`src/rtl/pwm_timer_pkg.sv`:
```
package pwm_timer_pkg;
  localparam int ADDR_W = 3;
  localparam logic [ADDR_W-1:0] ADR_CTRL  = 3'd0;
  localparam logic [ADDR_W-1:0] ADR_CYCLE = 3'd1;
  localparam logic [ADDR_W-1:0] ADR_LEFT  = 3'd2;
  localparam logic [ADDR_W-1:0] ADR_RIGHT = 3'd3;
  localparam logic [ADDR_W-1:0] ADR_ACK   = 3'd4;

  // strobes from control to datapath
  typedef struct packed {
    logic sampleTick;  // period boundary: pop both queues
    logic irqEvent;    // divider reached zero
  } pwmStrobe_t;
endpackage

```
`src/rtl/pwm_timer_ctrl.sv`:
```
module pwm_timer_ctrl
  import pwm_timer_pkg::*;
#(
  parameter int DATA_W = 16,
  parameter int CNT_W  = 12,
  parameter int DIV_W  = 4,
  parameter int DIV_LSB = 8,
  parameter int DMA_BIT = 7
) (
  input  logic              clk,
  input  logic              rstN,
  input  logic              wrEn,
  input  logic [ADDR_W-1:0] wrAddr,
  input  logic [DATA_W-1:0] wrData,
  output pwmStrobe_t        strobes,
  output logic              irqPending,
  output logic              dmaReq
);
  localparam int DCNT_W = DIV_W + 1;
  localparam logic [DCNT_W-1:0] DIV_MAX = DCNT_W'(1 << DIV_W);

  logic [CNT_W-1:0]  cycleReg, cycleCnt;
  logic [DIV_W-1:0]  divField;
  logic              dmaEn;
  logic [DCNT_W-1:0] divCnt;
  logic [DCNT_W-1:0] divN, newDivN;
  logic              ctrlWr, cycleWr, ackWr, tick, event_;

  assign ctrlWr  = wrEn && (wrAddr == ADR_CTRL);
  assign cycleWr = wrEn && (wrAddr == ADR_CYCLE);
  assign ackWr   = wrEn && (wrAddr == ADR_ACK);

  function automatic logic [DCNT_W-1:0] fieldToN(input logic [DIV_W-1:0] f);
    return (f == '0) ? DIV_MAX : DCNT_W'(f);
  endfunction

  assign divN    = fieldToN(divField);
  assign newDivN = fieldToN(wrData[DIV_LSB +: DIV_W]);

  assign tick   = (cycleReg != '0) && (cycleCnt == cycleReg - CNT_W'(1));
  assign event_ = tick && (divCnt == DCNT_W'(1)) && !ctrlWr;

  assign strobes.sampleTick = tick;
  assign strobes.irqEvent   = event_;

  always_ff @(posedge clk) begin
    if (!rstN) begin
      cycleReg <= '0;
      divField <= '0;
      dmaEn    <= 1'b0;
    end else begin
      if (cycleWr) cycleReg <= wrData[CNT_W-1:0];
      if (ctrlWr) begin
        divField <= wrData[DIV_LSB +: DIV_W];
        dmaEn    <= wrData[DMA_BIT];
      end
    end
  end

  always_ff @(posedge clk) begin
    if (!rstN)                  cycleCnt <= '0;
    else if (cycleWr)           cycleCnt <= '0;
    else if (cycleReg == '0)    cycleCnt <= '0;
    else if (tick)              cycleCnt <= '0;
    else                        cycleCnt <= cycleCnt + CNT_W'(1);
  end

  always_ff @(posedge clk) begin
    if (!rstN)       divCnt <= DIV_MAX;
    else if (ctrlWr) divCnt <= newDivN;
    else if (tick)   divCnt <= (divCnt == DCNT_W'(1)) ? divN : divCnt - DCNT_W'(1);
  end

  always_ff @(posedge clk) begin
    if (!rstN) begin
      irqPending <= 1'b0;
      dmaReq     <= 1'b0;
    end else begin
      if (event_)     irqPending <= 1'b1;
      else if (ackWr) irqPending <= 1'b0;
      dmaReq <= event_ && dmaEn;
    end
  end
endmodule

```
`src/rtl/pwm_timer_fifo.sv`:
```
module pwm_timer_fifo #(
  parameter int WIDTH = 12,
  parameter int DEPTH = 3
) (
  input  logic             clk,
  input  logic             rstN,
  input  logic             push,
  input  logic [WIDTH-1:0] pushVal,
  input  logic             pop,
  output logic [WIDTH-1:0] curVal,
  output logic             full,
  output logic             empty
);
  localparam int PTR_W = (DEPTH > 1) ? $clog2(DEPTH) : 1;
  localparam int OCC_W = $clog2(DEPTH + 1);
  localparam logic [PTR_W-1:0] LAST = PTR_W'(DEPTH - 1);

  logic [WIDTH-1:0] mem [DEPTH];
  logic [PTR_W-1:0] rdPtr, wrPtr;
  logic [OCC_W-1:0] occ;
  logic doPush, doPop;

  assign full   = (occ == OCC_W'(DEPTH));
  assign empty  = (occ == '0);
  assign doPop  = pop && !empty;
  assign doPush = push && (!full || doPop);

  always_ff @(posedge clk) begin
    if (!rstN) begin
      rdPtr  <= '0;
      wrPtr  <= '0;
      occ    <= '0;
      curVal <= '0;
    end else begin
      if (doPush) begin
        mem[wrPtr] <= pushVal;
        wrPtr <= (wrPtr == LAST) ? '0 : wrPtr + PTR_W'(1);
      end
      if (doPop) begin
        curVal <= mem[rdPtr];
        rdPtr  <= (rdPtr == LAST) ? '0 : rdPtr + PTR_W'(1);
      end
      occ <= occ + OCC_W'(doPush) - OCC_W'(doPop);
    end
  end
endmodule

```
`src/rtl/pwm_timer_dp.sv`:
```
module pwm_timer_dp
  import pwm_timer_pkg::*;
#(
  parameter int DATA_W = 16,
  parameter int PW_W   = 12,
  parameter int DEPTH  = 3,
  parameter int CHANS  = 2,
  parameter int FULL_BIT  = 15,
  parameter int EMPTY_BIT = 14
) (
  input  logic              clk,
  input  logic              rstN,
  input  logic              wrEn,
  input  logic [ADDR_W-1:0] wrAddr,
  input  logic [DATA_W-1:0] wrData,
  input  pwmStrobe_t        strobes,
  output logic [PW_W-1:0]   pulseOut [CHANS],
  output logic [DATA_W-1:0] statusOut [CHANS]
);
  logic [PW_W-1:0] storeVal;
  assign storeVal = wrData[PW_W-1:0] - PW_W'(1);

  for (genvar ch = 0; ch < CHANS; ch++) begin : g_chan
    logic chPush, chFull, chEmpty;
    assign chPush = wrEn && (wrAddr == ADR_LEFT + ADDR_W'(ch));

    pwm_timer_fifo #(.WIDTH(PW_W), .DEPTH(DEPTH)) fifo_i (
      .clk     (clk),
      .rstN    (rstN),
      .push    (chPush),
      .pushVal (storeVal),
      .pop     (strobes.sampleTick),
      .curVal  (pulseOut[ch]),
      .full    (chFull),
      .empty   (chEmpty)
    );

    always_comb begin
      statusOut[ch] = '0;
      statusOut[ch][FULL_BIT]  = chFull;
      statusOut[ch][EMPTY_BIT] = chEmpty;
    end
  end
endmodule

```
`src/rtl/pwm_sample_timer.sv`:
```
module pwm_sample_timer
  import pwm_timer_pkg::*;
#(
  parameter int DATA_W = 16,
  parameter int PW_W   = 12,
  parameter int DEPTH  = 3,
  parameter int DIV_W  = 4
) (
  input  logic              clk,
  input  logic              rstN,
  input  logic              wrEn,
  input  logic [2:0]        wrAddr,
  input  logic [DATA_W-1:0] wrData,
  output logic [PW_W-1:0]   leftPulse,
  output logic [PW_W-1:0]   rightPulse,
  output logic [DATA_W-1:0] leftStatus,
  output logic [DATA_W-1:0] rightStatus,
  output logic              irqPending,
  output logic              dmaReq
);
  pwmStrobe_t      strobes;
  logic [PW_W-1:0]   pulseOut [2];
  logic [DATA_W-1:0] statusOut [2];

  pwm_timer_ctrl #(.DATA_W(DATA_W), .CNT_W(PW_W), .DIV_W(DIV_W)) ctrl_i (
    .clk        (clk),
    .rstN       (rstN),
    .wrEn       (wrEn),
    .wrAddr     (wrAddr),
    .wrData     (wrData),
    .strobes    (strobes),
    .irqPending (irqPending),
    .dmaReq     (dmaReq)
  );

  pwm_timer_dp #(.DATA_W(DATA_W), .PW_W(PW_W), .DEPTH(DEPTH), .CHANS(2)) dp_i (
    .clk       (clk),
    .rstN      (rstN),
    .wrEn      (wrEn),
    .wrAddr    (wrAddr),
    .wrData    (wrData),
    .strobes   (strobes),
    .pulseOut  (pulseOut),
    .statusOut (statusOut)
  );

  assign leftPulse   = pulseOut[0];
  assign rightPulse  = pulseOut[1];
  assign leftStatus  = statusOut[0];
  assign rightStatus = statusOut[1];
endmodule

```
`config.mk`:
```
export PLATFORM = sky130hd
export DESIGN_NAME = pwm_sample_timer
export DESIGN_NICKNAME = d
export VERILOG_FILES = /design/src/rtl/pwm_timer_pkg.sv /design/src/rtl/pwm_timer_ctrl.sv /design/src/rtl/pwm_timer_fifo.sv /design/src/rtl/pwm_timer_dp.sv /design/src/rtl/pwm_sample_timer.sv
export SDC_FILE = /design/constraint.sdc
export NUM_CORES = 1
export LEC_CHECK = 0
export BUFFER_PORTS_ARGS = -buffer_cell sky130_fd_sc_hd__buf_2
export CAP_MARGIN = 30
export CELL_PAD_IN_SITES_DETAIL_PLACEMENT = 0
export CELL_PAD_IN_SITES_GLOBAL_PLACEMENT = 1
export CORE_MARGIN = 5
export CORE_UTILIZATION = 33
export CTS_CLUSTER_SIZE = 12
export DETAILED_ROUTE_END_ITERATION = 10
export PLACE_DENSITY_LB_ADDON = 0.1
export SLEW_MARGIN = 0
export SYNTH_ARGS = -nofsm -noshare
export SYNTH_HDL_FRONTEND = slang
export SYNTH_SLANG_ARGS = --single-unit
```
`constraint.sdc`:
```
create_clock -name clk -period 8.28 [get_ports clk]
set_clock_uncertainty 0.05 [all_clocks]
set_input_delay 1.656 -clock clk [delete_from_list [all_inputs] [get_ports clk]]
set_output_delay 1.656 -clock clk [all_outputs]
set_load 0.01 [all_outputs]
```
Yosys cells after proc, flatten, opt, wreduce, memory -nomap -nowiden --
Memory sizes are Yosys's and may differ from the RTL's. A register that Yosys moved wholly into a read port is not among the register bits. Cells that the tools add are included.
Cells by class: $add $sub $neg 12, equal/unequal tests 12, muxes and demuxes 17, bitwise logic cells 1, reductions and logical operators 32
Operator list (number):
- $mux 5 | 5
- $sub 12x1->12 const B | 2
- $logic_and 1x1->1 | 13
- $add 12x1->12 const B | 1
- $eq 12x12->1 | 1
- $eq 2x2->1 const B | 6
- $logic_not 12->1 | 1
- $reduce_bool 12->1 | 1
- $add 2x1->2 const B | 4
- $logic_not 4->1 | 2
- $mux 1 | 8
- $mux 2 | 4
- $logic_not 1->1 | 7
- $eq 3x2->1 const B | 2
- $eq 5x1->1 const B | 1
- $sub 5x1->5 const B | 1
- $add 2x1->2 | 2
- $logic_not 2->1 | 2
- $reduce_bool 2->1 | 2
- $reduce_or 4->1 | 1
- $sub 2x1->2 | 2
- $eq 3x1->1 const B | 1
- $eq 3x3->1 const B | 1
- $logic_not 3->1 | 1
- other kinds (2) | 3
Word-level totals: bits in registers 48, memory bits (writable) 72, input bits 22, output and inout port bits 58, word-level logic and storage cells 89, memories 2
Memory list:
- dp_i.g_chan[0].fifo_i.mem | depth 3, bits a word 12, rd ports 1, clocked after Yosys merged registers in 1, wr ports 1, RTL line pwm_timer_fifo.sv:18 | logic [WIDTH-1:0] mem [DEPTH];
- dp_i.g_chan[1].fifo_i.mem | depth 3, bits a word 12, rd ports 1, clocked after Yosys merged registers in 1, wr ports 1, RTL line pwm_timer_fifo.sv:18

Logic depth before layout (Yosys ltp) --
Gate-level depths: netlist (run 1).
depth in word-level cells 9, gate-level depth with buffers 17, gate-level depth less buffers 14

Modules after synthesis --
From an unflattened synthesis (run 1), not the netlist that was laid out.
Second synthesis, totals: cell total of the unflattened synthesis 628, area total of the unflattened synthesis 6900.4 sq um
By module, submodules not included:
- pwm_timer_fifo | times used 2, cells each 153, area an instance 2160.8 sq um
- pwm_timer_ctrl | times used 1, cells each 259, area an instance 2117.0 sq um
- pwm_timer_dp | times used 1, cells each 63, area an instance 461.7 sq um

Worst setup path before layout (run 1) --
Ideal clock, no wire load.
path type input to register, start in wrEn, end mem dp_i.g_chan[1].fifo_i.mem[0][0], enable pin, library setup time 0.385 ns, data arrival time 3.044 ns, slack 4.802 ns, stages on the path 5, cell sequence nor2b_1 > and3_1 > clkbuf_1 > nand3_1 > a21oi_1
On the way: longest elaborated chain between the ends 5
Ends and longest elaborated chain:
- from (decl) | RTL line pwm_sample_timer.sv:11 | input logic wrEn,
- $logic_and 1x1->1 | RTL line pwm_timer_dp.sv:25 | assign chPush = wrEn && (wrAddr == ADR_LEFT + ADDR_W'(ch));
- $logic_and 1x1->1 | RTL line pwm_timer_fifo.sv:26 | assign doPush = push && (!full || doPop);
- $mux 1 | RTL line pwm_timer_fifo.sv:35 | if (doPush) begin
- $mux 1 | RTL line pwm_timer_fifo.sv:29 | if (!rstN) begin
- $mux 1 (implied by the code) | RTL line pwm_timer_fifo.sv:36 | mem[wrPtr] <= pushVal;
- to (decl) | RTL line pwm_timer_fifo.sv:18
No other way between the ends.

Final worst setup path (run 1) --
start reg ctrl_i.cycleReg[0], end mem dp_i.g_chan[1].fifo_i.mem[2][2], enable pin
On the way: longest elaborated chain between the ends 9, elaborated cells on any way between the ends 10, classes of those cells add/sub (1); eq/ne (1); mux (3); reduce/logical (5)
Ends and longest elaborated chain:
- from (decl) | RTL line pwm_timer_ctrl.sv:22 | logic [CNT_W-1:0] cycleReg, cycleCnt;
- from (signal assigned) | RTL line pwm_timer_ctrl.sv:52 | if (cycleWr) cycleReg <= wrData[CNT_W-1:0];
- $sub 12x1->12 | RTL line pwm_timer_ctrl.sv:40 | assign tick = (cycleReg != '0) && (cycleCnt == cycleReg - CNT_W'(1));
- $eq 12x12->1 | RTL line pwm_timer_ctrl.sv:40
- $logic_and 1x1->1 (*) | RTL line pwm_timer_ctrl.sv:40
- $logic_and 1x1->1 (*) | RTL line pwm_timer_fifo.sv:25 | assign doPop = pop && !empty;
- $logic_or 1x1->1 (*) | RTL line pwm_timer_fifo.sv:26
- $logic_and 1x1->1 (*) | RTL line pwm_timer_fifo.sv:26
- $mux 1 (*) | RTL line pwm_timer_fifo.sv:35
- $mux 1 (*) | RTL line pwm_timer_fifo.sv:29
- $mux 1 (implied by the code) (*) | RTL line pwm_timer_fifo.sv:36
Every way passes the cells marked *; elsewhere a longest branch is shown, timed or not.

==> impl_metrics.yaml, run 1 <==
status:
  outcome: "completed"
timing:
  worst_slew_pin_slew_ns: 0.893
  period_minus_slack_ns: 3.75
  grt_setup_unrepaired: "false"
  slew_viol_final: 0
  fin_tns_setup_ns: 0
  max-slew-margin-rel: 0.404
  hold_viol: 0
  max_freq_ghz: 0.266
  finalCritPeriodShare: 0.453
  setup_viol: 0
pwr:
  p_sw_mw: 0.341
  peakVddDrop_mv: 0.130
  p_clk_frac: 0.453
  finalPower_mw: 1.53
  combPwrFrac: 0.048
  cellPowerDensity_mw_per_mm2: 202
  p_leak_nw: 2.70
  switching_share: 0.223
  pwr-share-seq: 0.499
  internal-power_mw: 1.19
route:
  drcViolationCount: 0
  drt-total-wl_um: 14900
  drtIter0Drc: 287
  drt_pre_antenna_iters: 4
  vias: 4547
  wl_per_cell_um: 15.4
  via_per_inst: 4.70
  antenna_left: 0
synthesis:
  synth_area_mm2: 0.00669
  synth.largest_area_cell: "edfxtp_1"
  ys.flop_type: "edfxtp_1"
  yosysUniqueCellTypes: 52
  ys_ff_latch: 144
  syn_avg_cell_area_um2: 10.3
  yosysSeqAreaShare: 0.539
  synthTopCellsByArea: "edfxtp_1 (32%), dfxtp_1 (22%), mux2i_1 (7.9%)"
  yosysWarnings: 0
  synth_edf_count: 72
  async_flop_share: 0
  synth.top_cell.area_share: 0.323
  netlist_instances: 651
setup_path:
  crit_chain: "inv_1 -> ha_1 -> xnor2_1 -> a21o_1 -> o21ai_0 -> nand4_1 -> or4_1 -> a21oi_1 -> and4b_1"
  crit_slowest_cell: "or4_1"
  cp_max_fo: 14
  cp_top_family: "simple AND/OR/NAND/NOR gates"
  start_kind: "register"
  required_ns: 8.27
  path_buf_inv: 1
  cp_data_arrival_time_ns: 3.75
  end_kind: "register"
  path_class: "reg2reg"
  critical_path.max_stage_delay_ns: 0.76
die:
  fp-row-count: 52
  dieArea_mm2: 0.0232
  coreArea_mm2: 0.0201
  num_io_pins: 80
  fp.dieW_um: 152
  die_y_um: 152
  initial_core_util: 0.333
finish:
  area_delta_synth_final_pct: 13.1
  nNetsFinal: 714
  diodes: 0
  layout-drive-gt1-share: 0.138
clock_network:
  clock_sinks: 144
  insertion_delay_ns: 0.41
  cts_hold_buffers: 0
  clk_pin_slew_ns: 0.06
  cts_tree: "yes"
  cts_buffer_depth: 2
  cts-resized-gates: 0
  cts-root-buf: "clkbuf_16"
  htreeDepth: 4
  post_cts_buffers: 0
  cts_buffers: 17
place:
  port_buffers: 47
  dpl.hpwl_um: 10600
  place.gp.congestion: 0.766
global_route:
  grt_usage: 0.130
  grt_pass1_wl_um: 23900
  grt_pass1_vias: 4382
  antenna_found_initial: 0
  overflow: 0
  grt_start_max_net_pins: 34
flow_run:
  cap_violations: 0
worst_hold_path:
  hp-class: "reg2reg"
sequential cells by signal, indices dropped and copies added (netlist names), 4 cells and up:
name                       flops
dp_i.g_chan.fifo_i.wrPtr       4
ctrl_i.cycleCnt               12
dp_i.g_chan.fifo_i.occ         4
ctrl_i.divField                4
ctrl_i.cycleReg               12
dp_i.g_chan.fifo_i.curVal     24
dp_i.g_chan.fifo_i.mem        72
ctrl_i.divCnt                  5
dp_i.g_chan.fifo_i.rdPtr       4
power by group through the flow:
stage	registers (mW)	clock network [mW]	logic (mW)
after detailed placement	0.776	0	0.0745
after floorplan	0.774	0	0.0598
final	0.761	0.692	0.0734
after CTS	0.761	0.715	0.0747
after global routing	0.761	0.750	0.0831
after global placement	0.776	0	0.0725
final cells by class:
class / instances / area (um^2)
Clock buffer: 20 / 437
Clock inverter: 12 / 95.1
Fill cell: 2051 / 12500
Inverter: 14 / 52.6
Multi-Input combinational cell: 454 / 2750
Sequential cell: 144 / 3600
Tap cell: 270 / 338
Timing Repair Buffer: 54 / 295
placed cells by master (no fill, tap or decap), types with 16 or more instances in the layout:
cell type / n
nor2_1: 72
edfxtp_1: 72
mux2i_1: 53
buf_2: 47
a21oi_1: 34
xor2_1: 24
clkbuf_16: 17
nand3_1: 16
nand2_1: 86
o21ai_0: 33
conb_1: 28
dfxtp_1: 72
routing by layer:
metal | GRT usage | share of wire
met5 | 0 | 0
met2 | 0.216 | 0.49
met3 | 0.0355 | 0.040
met1 | 0.164 | 0.46
met4 | 0.0407 | 0.010
Yosys cell counts (10+ instances only):
cell type and number:
a21oi_1 34, buf_4 34, clkbuf_1 22, dfxtp_1 72, edfxtp_1 72, inv_1 14
mux2i_1 53, nand2_1 86, nand3_1 16, nor2_1 72, nor3_1 11, o21ai_0 33
xnor2_1 10, xor2_1 24
per-stage QoR:
step	hold slack (ns)	std cells	area [um^2]	utilization	setup WS, ns
after global placement	0.392	934	7010	0.349	4.08
after floorplan	0.378	678	6790	-	4.80
final	0.403	968	7570	0.376	4.53
after detailed placement	0.394	936	7030	0.350	4.28
after CTS	0.407	968	7570	0.376	4.47
after global routing	0.438	968	7570	0.376	4.29
worst reg2reg max path, delay by kind of cell (launching register included):
family	cells	cell delay [ns]
buf+inv	1	0.06
flops	1	0.41
compound gates	3	0.74
xor+xnor	1	0.17
fa+ha+maj	1	0.31
simple gates	3	1.64
worst paths after layout:
path,startpoint,cells past startpoint,slack [ns],end
worst max-delay path,ctrl_i.cycleReg[0],9,4.53,dp_i.g_chan[1].fifo_i.mem[2][2]
worst min register to register,ctrl_i.irqPending,2,0.40,ctrl_i.irqPending
worst max register to register,ctrl_i.cycleReg[0],9,4.53,dp_i.g_chan[1].fifo_i.mem[2][2]
worst min-delay path,ctrl_i.irqPending,2,0.40,ctrl_i.irqPending
cells by family after synthesis:
group           count (synthesis)  synth area share
flops                         144             0.539
fa+ha+maj                       7            0.0131
compound gates                 94            0.0843
other cells                     1          0.000560
buf+inv                        80            0.0682
mux                            54            0.0810
xor+xnor                       34            0.0445
simple gates                  237             0.170
No activity file was read; power rests on OpenSTA's default activity.
==> run 2: changes to the inputs <==
==> constraint.sdc (replaced) <==
create_clock -name clk -period 3.3 [get_ports clk]
set_clock_uncertainty 0.05 [all_clocks]
set_input_delay 0.66 -clock clk [delete_from_list [all_inputs] [get_ports clk]]
set_output_delay 0.66 -clock clk [all_outputs]
set_load 0.01 [all_outputs]
==> run 2 against run 1 <==
Against the previous run:
- non-clock buffer count increased by 13
- global-route usage is 0.068 points higher
- fmax is 23% higher
- wire length about the same
- die area is the same
- cell area up 3.2%
- first-iteration DRC count fell by 23%
- clock-buffer cell count is the same
- sequential share of layout area is 1.4 points lower
- largest cell class unchanged
- critical endpoint is now dp_i.g_chan[1].fifo_i.occ[1]
- via count grew 0.40%
- critical path type unchanged
==> impl_metrics.yaml, run 2 (synthesis gave the netlist of run 1 again) <==
status:
  outcome: "completed"
route:
  drcViolationCount: 0
  vias: 4565
  drtIter0Drc: 221
  drt_pre_antenna_iters: 4
  via_per_inst: 4.65
  drt-total-wl_um: 14900
  antenna_left: 0
  wl_per_cell_um: 15.2
clock_network:
  cts_hold_buffers: 0
  clock_sinks: 144
  cts_buffer_depth: 2
  cts_buffers: 17
  clk_pin_slew_ns: 0.06
  cts-root-buf: "clkbuf_16"
  cts_tree: "yes"
  insertion_delay_ns: 0.41
  htreeDepth: 4
die:
  coreArea_mm2: 0.0201
  fp-row-count: 52
  num_io_pins: 80
  fp.dieW_um: 152
  die_y_um: 152
  initial_core_util: 0.333
  dieArea_mm2: 0.0232
finish:
  fin_util: 0.389
  fin_cells: 981
  reg.largest.list: "dp_i.g_chan.fifo_i.mem (72), dp_i.g_chan.fifo_i.curVal (24)"
  diodes: 0
  nNetsFinal: 727
  area_delta_synth_final_pct: 16.7
  layout-drive-gt1-share: 0.165
  top_register: "dp_i.g_chan.fifo_i.mem"
  final_cell_mix: "nand2_1 (86), nor2_1 (72), edfxtp_1 (72)"
  layout_commonest_cell: "nand2_1"
  largest_register_ffs: 72
pwr:
  cellPowerDensity_mw_per_mm2: 523
  p_leak_nw: 2.81
  finalPower_mw: 4.08
  peakVddDrop_mv: 0.321
timing:
  hold_viol: 0
  slew_viol_final: 0
  period_minus_slack_ns: 3.04
  max-slew-margin-rel: 0.439
  fin_tns_setup_ns: 0
  finalCritPeriodShare: 0.922
  setup_viol: 0
  max_freq_ghz: 0.329
  grt_setup_unrepaired: "false"
  worst_slew_pin_slew_ns: 0.840
worst_hold_path:
  hold_depth: 2
  hp-start: "ctrl_i.irqPending"
  hp-class: "reg2reg"
  min_to: "ctrl_i.irqPending"
setup_path:
  end_kind: "register"
  cp_max_fo: 7
  start_kind: "register"
  path_class: "reg2reg"
  r2r_slack_ns: 0.26
  cp_data_arrival_time_ns: 3.29
  required_ns: 3.55
  r2r-end: "dp_i.g_chan[1].fifo_i.occ[1]"
  r2r-start: "ctrl_i.cycleReg[4]"
  reg2regPathDepth: 11
global_route:
  grt_usage: 0.130
  grt_pass1_vias: 4501
  overflow: 0
  grt_start_max_net_pins: 29
  grt_pass1_wl_um: 24200
  antenna_found_initial: 0
place:
  dpl.hpwl_um: 10700
  placed_cells: 948
  place.gp.congestion: 0.780
  port_buffers: 47
flow_run:
  cap_violations: 0
[run 2: changes by cell type in the layout (fill, tap and decap cells not counted), sizes merged]
cell / change
buf: +13
bufinv: +2
clkinvlp: -2
[run 2: worst max path at each step]
stage / from / to / slack, ns
floorplan: ctrl_i.cycleReg[0] / dp_i.g_chan[1].fifo_i.mem[0][0] / 0.19
global placement: ctrl_i.cycleReg[1] / dp_i.g_chan[0].fifo_i.occ[1] / 0.07
detailed placement: ctrl_i.cycleReg[1] / dp_i.g_chan[0].fifo_i.occ[1] / 0.02
CTS: ctrl_i.cycleReg[1] / dp_i.g_chan[0].fifo_i.occ[1] / 0.09
global route: ctrl_i.cycleReg[4] / dp_i.g_chan[0].fifo_i.occ[1] / 0.06
finish: ctrl_i.cycleReg[4] / dp_i.g_chan[1].fifo_i.occ[1] / 0.26
[run 2: per-stage QoR]
stage / setup slack, ns / hold WS (ns) / cell area (um^2)
after CTS: 0.0908 / 0.410 / 7760
after global routing: 0.0602 / 0.439 / 7810
after detailed placement: 0.0165 / 0.400 / 7140
after floorplan: 0.185 / 0.378 / 6790
final: 0.259 / 0.403 / 7810
after global placement: 0.0744 / 0.394 / 7140
[run 2: area by class of cell]
type | instances | area [um^2]
fillers | 2000 | 12300
well taps | 270 | 338
repair buffers | 67 | 410
flip-flops and latches | 144 | 3610
clock buffers | 20 | 458
multi-input cells | 454 | 2790
inverters | 14 | 52.6
clock inverters | 12 | 159
[run 2: layer usage]
layer | vias to the layer above | routed length (um) | GRT usage
met5 | - | 0 | 0
met4 | 0 | 219 | 0.0454
met3 | 17 | 463 | 0.0270
met2 | 71 | 7440 | 0.226
met1 | 2161 | 6810 | 0.162
li1 | 2316 | - | -
[run 2: repair_timing]
item	4_1_cts	5_1_grt
gates cloned	0	0
hold endpoints to repair	0	0
endpoints found under the setup margin	1	1
pin swaps	0	7
gates resized for setup	1	10
buffers inserted	0	1
[run 2: where the power goes]
group | total (mW) | switching [mW] | internal, mW | leakage [nW]
combinational | 0.192 | 0.134 | 0.0572 | 1.28
clock | 1.99 | 0.748 | 1.24 | 0.297
sequential | 1.91 | 0.0125 | 1.89 | 1.23
total | 4.08 | 0.895 | 3.19 | 2.81
[run 2: critical path: stages, from the launching register on]
cell     delay [ns]
dfxtp_4        0.37
nor4_4         0.44
nand3_1        0.15
o31ai_2        0.27
inv_1          0.14
or4_4          0.55
mux2i_1        0.13
nor3_1         0.15
ha_1           0.18
xor2_1         0.18
nor2_1         0.06
a31o_2         0.26
==> run 3: changes to the inputs <==
--- a/config.mk
+++ b/config.mk
@@ -5,7 +5,6 @@
 export SDC_FILE = /design/constraint.sdc
 export NUM_CORES = 1
 export LEC_CHECK = 0
-export BUFFER_PORTS_ARGS = -buffer_cell sky130_fd_sc_hd__buf_2
 export CAP_MARGIN = 30
 export CELL_PAD_IN_SITES_DETAIL_PLACEMENT = 0
 export CELL_PAD_IN_SITES_GLOBAL_PLACEMENT = 1
@@ -13,8 +12,10 @@
 export CORE_UTILIZATION = 33
 export CTS_CLUSTER_SIZE = 12
 export DETAILED_ROUTE_END_ITERATION = 10
+export DONT_BUFFER_PORTS = 1
 export PLACE_DENSITY_LB_ADDON = 0.1
 export SLEW_MARGIN = 0
 export SYNTH_ARGS = -nofsm -noshare
 export SYNTH_HDL_FRONTEND = slang
+export SYNTH_HIERARCHICAL = 1
 export SYNTH_SLANG_ARGS = --single-unit
==> run 3 against run 2 <==
Against the previous run:
- the run now ends with negative setup slack left
- clock power shrank 9%
- global-route usage rose by 0.27 points
- wire length up 3.9%
- die area rose by 2.8%
- first-iteration DRC count is 7.7% higher
- utilization about the same
- clock-buffer cell count rose by 1
- sequential cell count did not move
- register-to-register slack worse by 0.29 ns
- non-clock buffer count is 28 lower
- cell area up 1.7%
- fmax fell by 8.6%
- critical path type unchanged
- largest power group is now sequential cells
- highest routed layer unchanged
==> impl_metrics.yaml, run 3 <==
pwr:
  finalPower_mw: 3.92
  cellPowerDensity_mw_per_mm2: 493
  peakVddDrop_mv: 0.334
  p_leak_nw: 2.76
timing:
  max-slew-margin-rel: 0.501
  worst_slew_pin_slew_ns: 0.738
  grt_setup_unrepaired: "true"
  setup_viol: 2
  slew_viol_final: 0
  max_freq_ghz: 0.301
  period_minus_slack_ns: 3.33
  finalCritPeriodShare: 1.01
  final.setup.worst_slack_ns: -0.0271
  hold_viol: 0
  hold_slack_ns: 0.323
finish:
  layout_commonest_cell: "edfxtp_1"
  reg.largest.list: "dp_i/g_chan.fifo_i/mem (72), dp_i/g_chan.fifo_i/curVal (24)"
  fin_cells: 927
  post-route-cell-area_mm2: 0.00794
  largest_register_ffs: 72
  area_delta_synth_final_pct: 15.2
  final_cell_mix: "edfxtp_1 (72), dfxtp_1 (70), nand2_1 (56)"
  top_register: "dp_i/g_chan.fifo_i/mem"
  layout.area.seq_mm2: 0.00361
  fillers: 2030
  layout-drive-gt1-share: 0.215
  nNetsFinal: 673
  multi_input_area_mm2: 0.00299
  diodes: 0
status:
  violations: "negative setup slack"
  outcome: "finished with violations"
global_route:
  grt-busiest-layer: "met2"
  use_met1: 0.163
  grt_use_met3: 0.0455
  grt_start_max_net_pins: 89
  grt_pass1_vias: 4536
  antenna_found_initial: 0
  overflow: 0
  use_met2: 0.225
  grt_usage: 0.133
  grt_pass1_wl_um: 25000
die:
  num_io_pins: 80
  coreArea_mm2: 0.0204
  fp-row-count: 52
  fp.dieW_um: 155
  initial_core_util: 0.337
  die_y_um: 155
  dieArea_mm2: 0.0239
place:
  postPlaceCellArea_mm2: 0.00734
  placed_cells: 894
  place.gp.congestion: 0.806
  port_buffers: 0
  pre_cts_slack_ns: -0.246
  dpl.hpwl_um: 10800
route:
  wl_per_cell_um: 16.7
  via_per_inst: 4.90
  vias: 4546
  drt_pre_antenna_iters: 4
  drtIter0Drc: 238
  drcViolationCount: 0
  drt-total-wl_um: 15500
  antenna_left: 0
setup_path:
  cp-endpoint: "dp_i/g_chan[1].fifo_i/occ[1]"
  cp_max_fo: 4
  cp_common_cell: "or3_1"
  end_kind: "register"
  r2r-start: "ctrl_i/cycleReg[1]"
  cp_data_arrival_time_ns: 3.59
  start_kind: "register"
  cp_top_family: "simple AND/OR/NAND/NOR gates"
  required_ns: 3.56
  crit_chain: "inv_2 -> ha_4 -> or4b_4 -> or3_1 -> a21oi_2 -> o2111ai_2 -> nor4b_4 -> and2_4 -> buf_6 -> o21ai_4 -> a21o_1 -> ha_2 -> xnor2_1 -> or3_1 -> and3_1"
  crit_slowest_cell: "or4b_4"
  path_class: "reg2reg"
  r2r-end: "dp_i/g_chan[1].fifo_i/occ[1]"
  critical_path.startpoint: "ctrl_i/cycleReg[1]"
  crit_cells: 15
  reg2regPathDepth: 15
  path_buf_inv: 2
  critical_path.max_stage_delay_ns: 0.47
  r2r_slack_ns: -0.03
clock_network:
  cts_tree: "yes"
  cts-root-buf: "clkbuf_16"
  clk_pin_slew_ns: 0.06
  cts_buffer_depth: 2
  clock_sinks: 144
  cts_hold_buffers: 0
  insertion_delay_ns: 0.41
  htreeDepth: 4
  cts_buffers: 17
flow_run:
  cap_violations: 0
synthesis:
  synth_area_mm2: 0.00689
  syn_avg_cell_area_um2: 11.0
  netlist_instances: 627
  yosysWarnings: 6
worst_hold_path:
  hp-class: "in2reg"
-- run 3: changes by cell type in the layout (fill, tap and decap cells not counted), moves of 8 or more --
cell / delta
o31ai_2: +15
and2b_1: +8
nor2_1: -39
buf_4: +13
mux2i_1: -52
a211oi_1: +9
nor2b_1: +13
nand3_1: +20
a21oi_1: -30
a21boi_0: +18
buf_2: -47
a211oi_2: +16
nand2_1: -30
-- run 3: area by class of cell --
class,instances,share of cell area
clock buffer,21,0.0567
clock inverter,11,0.0137
inverter,17,0.00803
multi-input combinational,425,0.376
sequential,144,0.454
tap,270,0.0425
timing repair buffer,39,0.0493
-- run 3: per-layer routing --
| layer | vias to the layer above | wire length (um) |
|---|---|---|
| met2 | 74 | 7800 |
| met4 | 0 | 144 |
| met3 | 8 | 832 |
| li1 | 2257 | - |
| met1 | 2207 | 6740 |
| met5 | - | 0 |
-- run 3: metrics by stage --
step / setup TNS (ns) / util
after floorplan: -13.60 / -
final: -0.0525 / 0.389
after CTS: -0.0858 / 0.388
after global routing: -1.29 / 0.389
after global placement: -3.80 / 0.358
after detailed placement: -7.13 / 0.359
-- run 3: report_power, final --
part           leakage, nW  internal, mW  switching, mW
Combinational         1.27        0.0732          0.116
Clock                0.260          1.06          0.757
Sequential            1.23          1.89         0.0122
Total                 2.76          3.03          0.885
-- run 3: how the worst min path moves through the flow --
| stage | from | endpoint | slack (ns) | cells past startpoint |
|---|---|---|---|---|
| floorplan | ctrl_i/dmaEn | ctrl_i/dmaEn | 0.39 | 2 |
| global placement | ctrl_i/dmaEn | ctrl_i/dmaEn | 0.41 | 2 |
| detailed placement | ctrl_i/dmaEn | ctrl_i/dmaEn | 0.41 | 2 |
| CTS | rstN | ctrl_i/irqPending | 0.30 | 1 |
| global route | rstN | ctrl_i/irqPending | 0.30 | 1 |
| finish | rstN | ctrl_i/irqPending | 0.32 | 1 |
-- run 3: timing repair --
item | 4_1_cts | 5_1_grt
setup endpoints to repair | 62 | 62
pin swaps | 4 | 3
setup buffers | 1 | 0
gates resized for setup | 5 | 3
-- run 3: worst register-to-register path, delay by kind of cell (launching register included) --
| family | cells | cell delay, ns |
|---|---|---|
| compound gates | 4 | 0.55 |
| xor+xnor | 1 | 0.13 |
| buf+inv | 2 | 0.17 |
| fa+ha+maj | 2 | 0.29 |
| simple gates | 6 | 1.72 |
| flops | 1 | 0.32 |
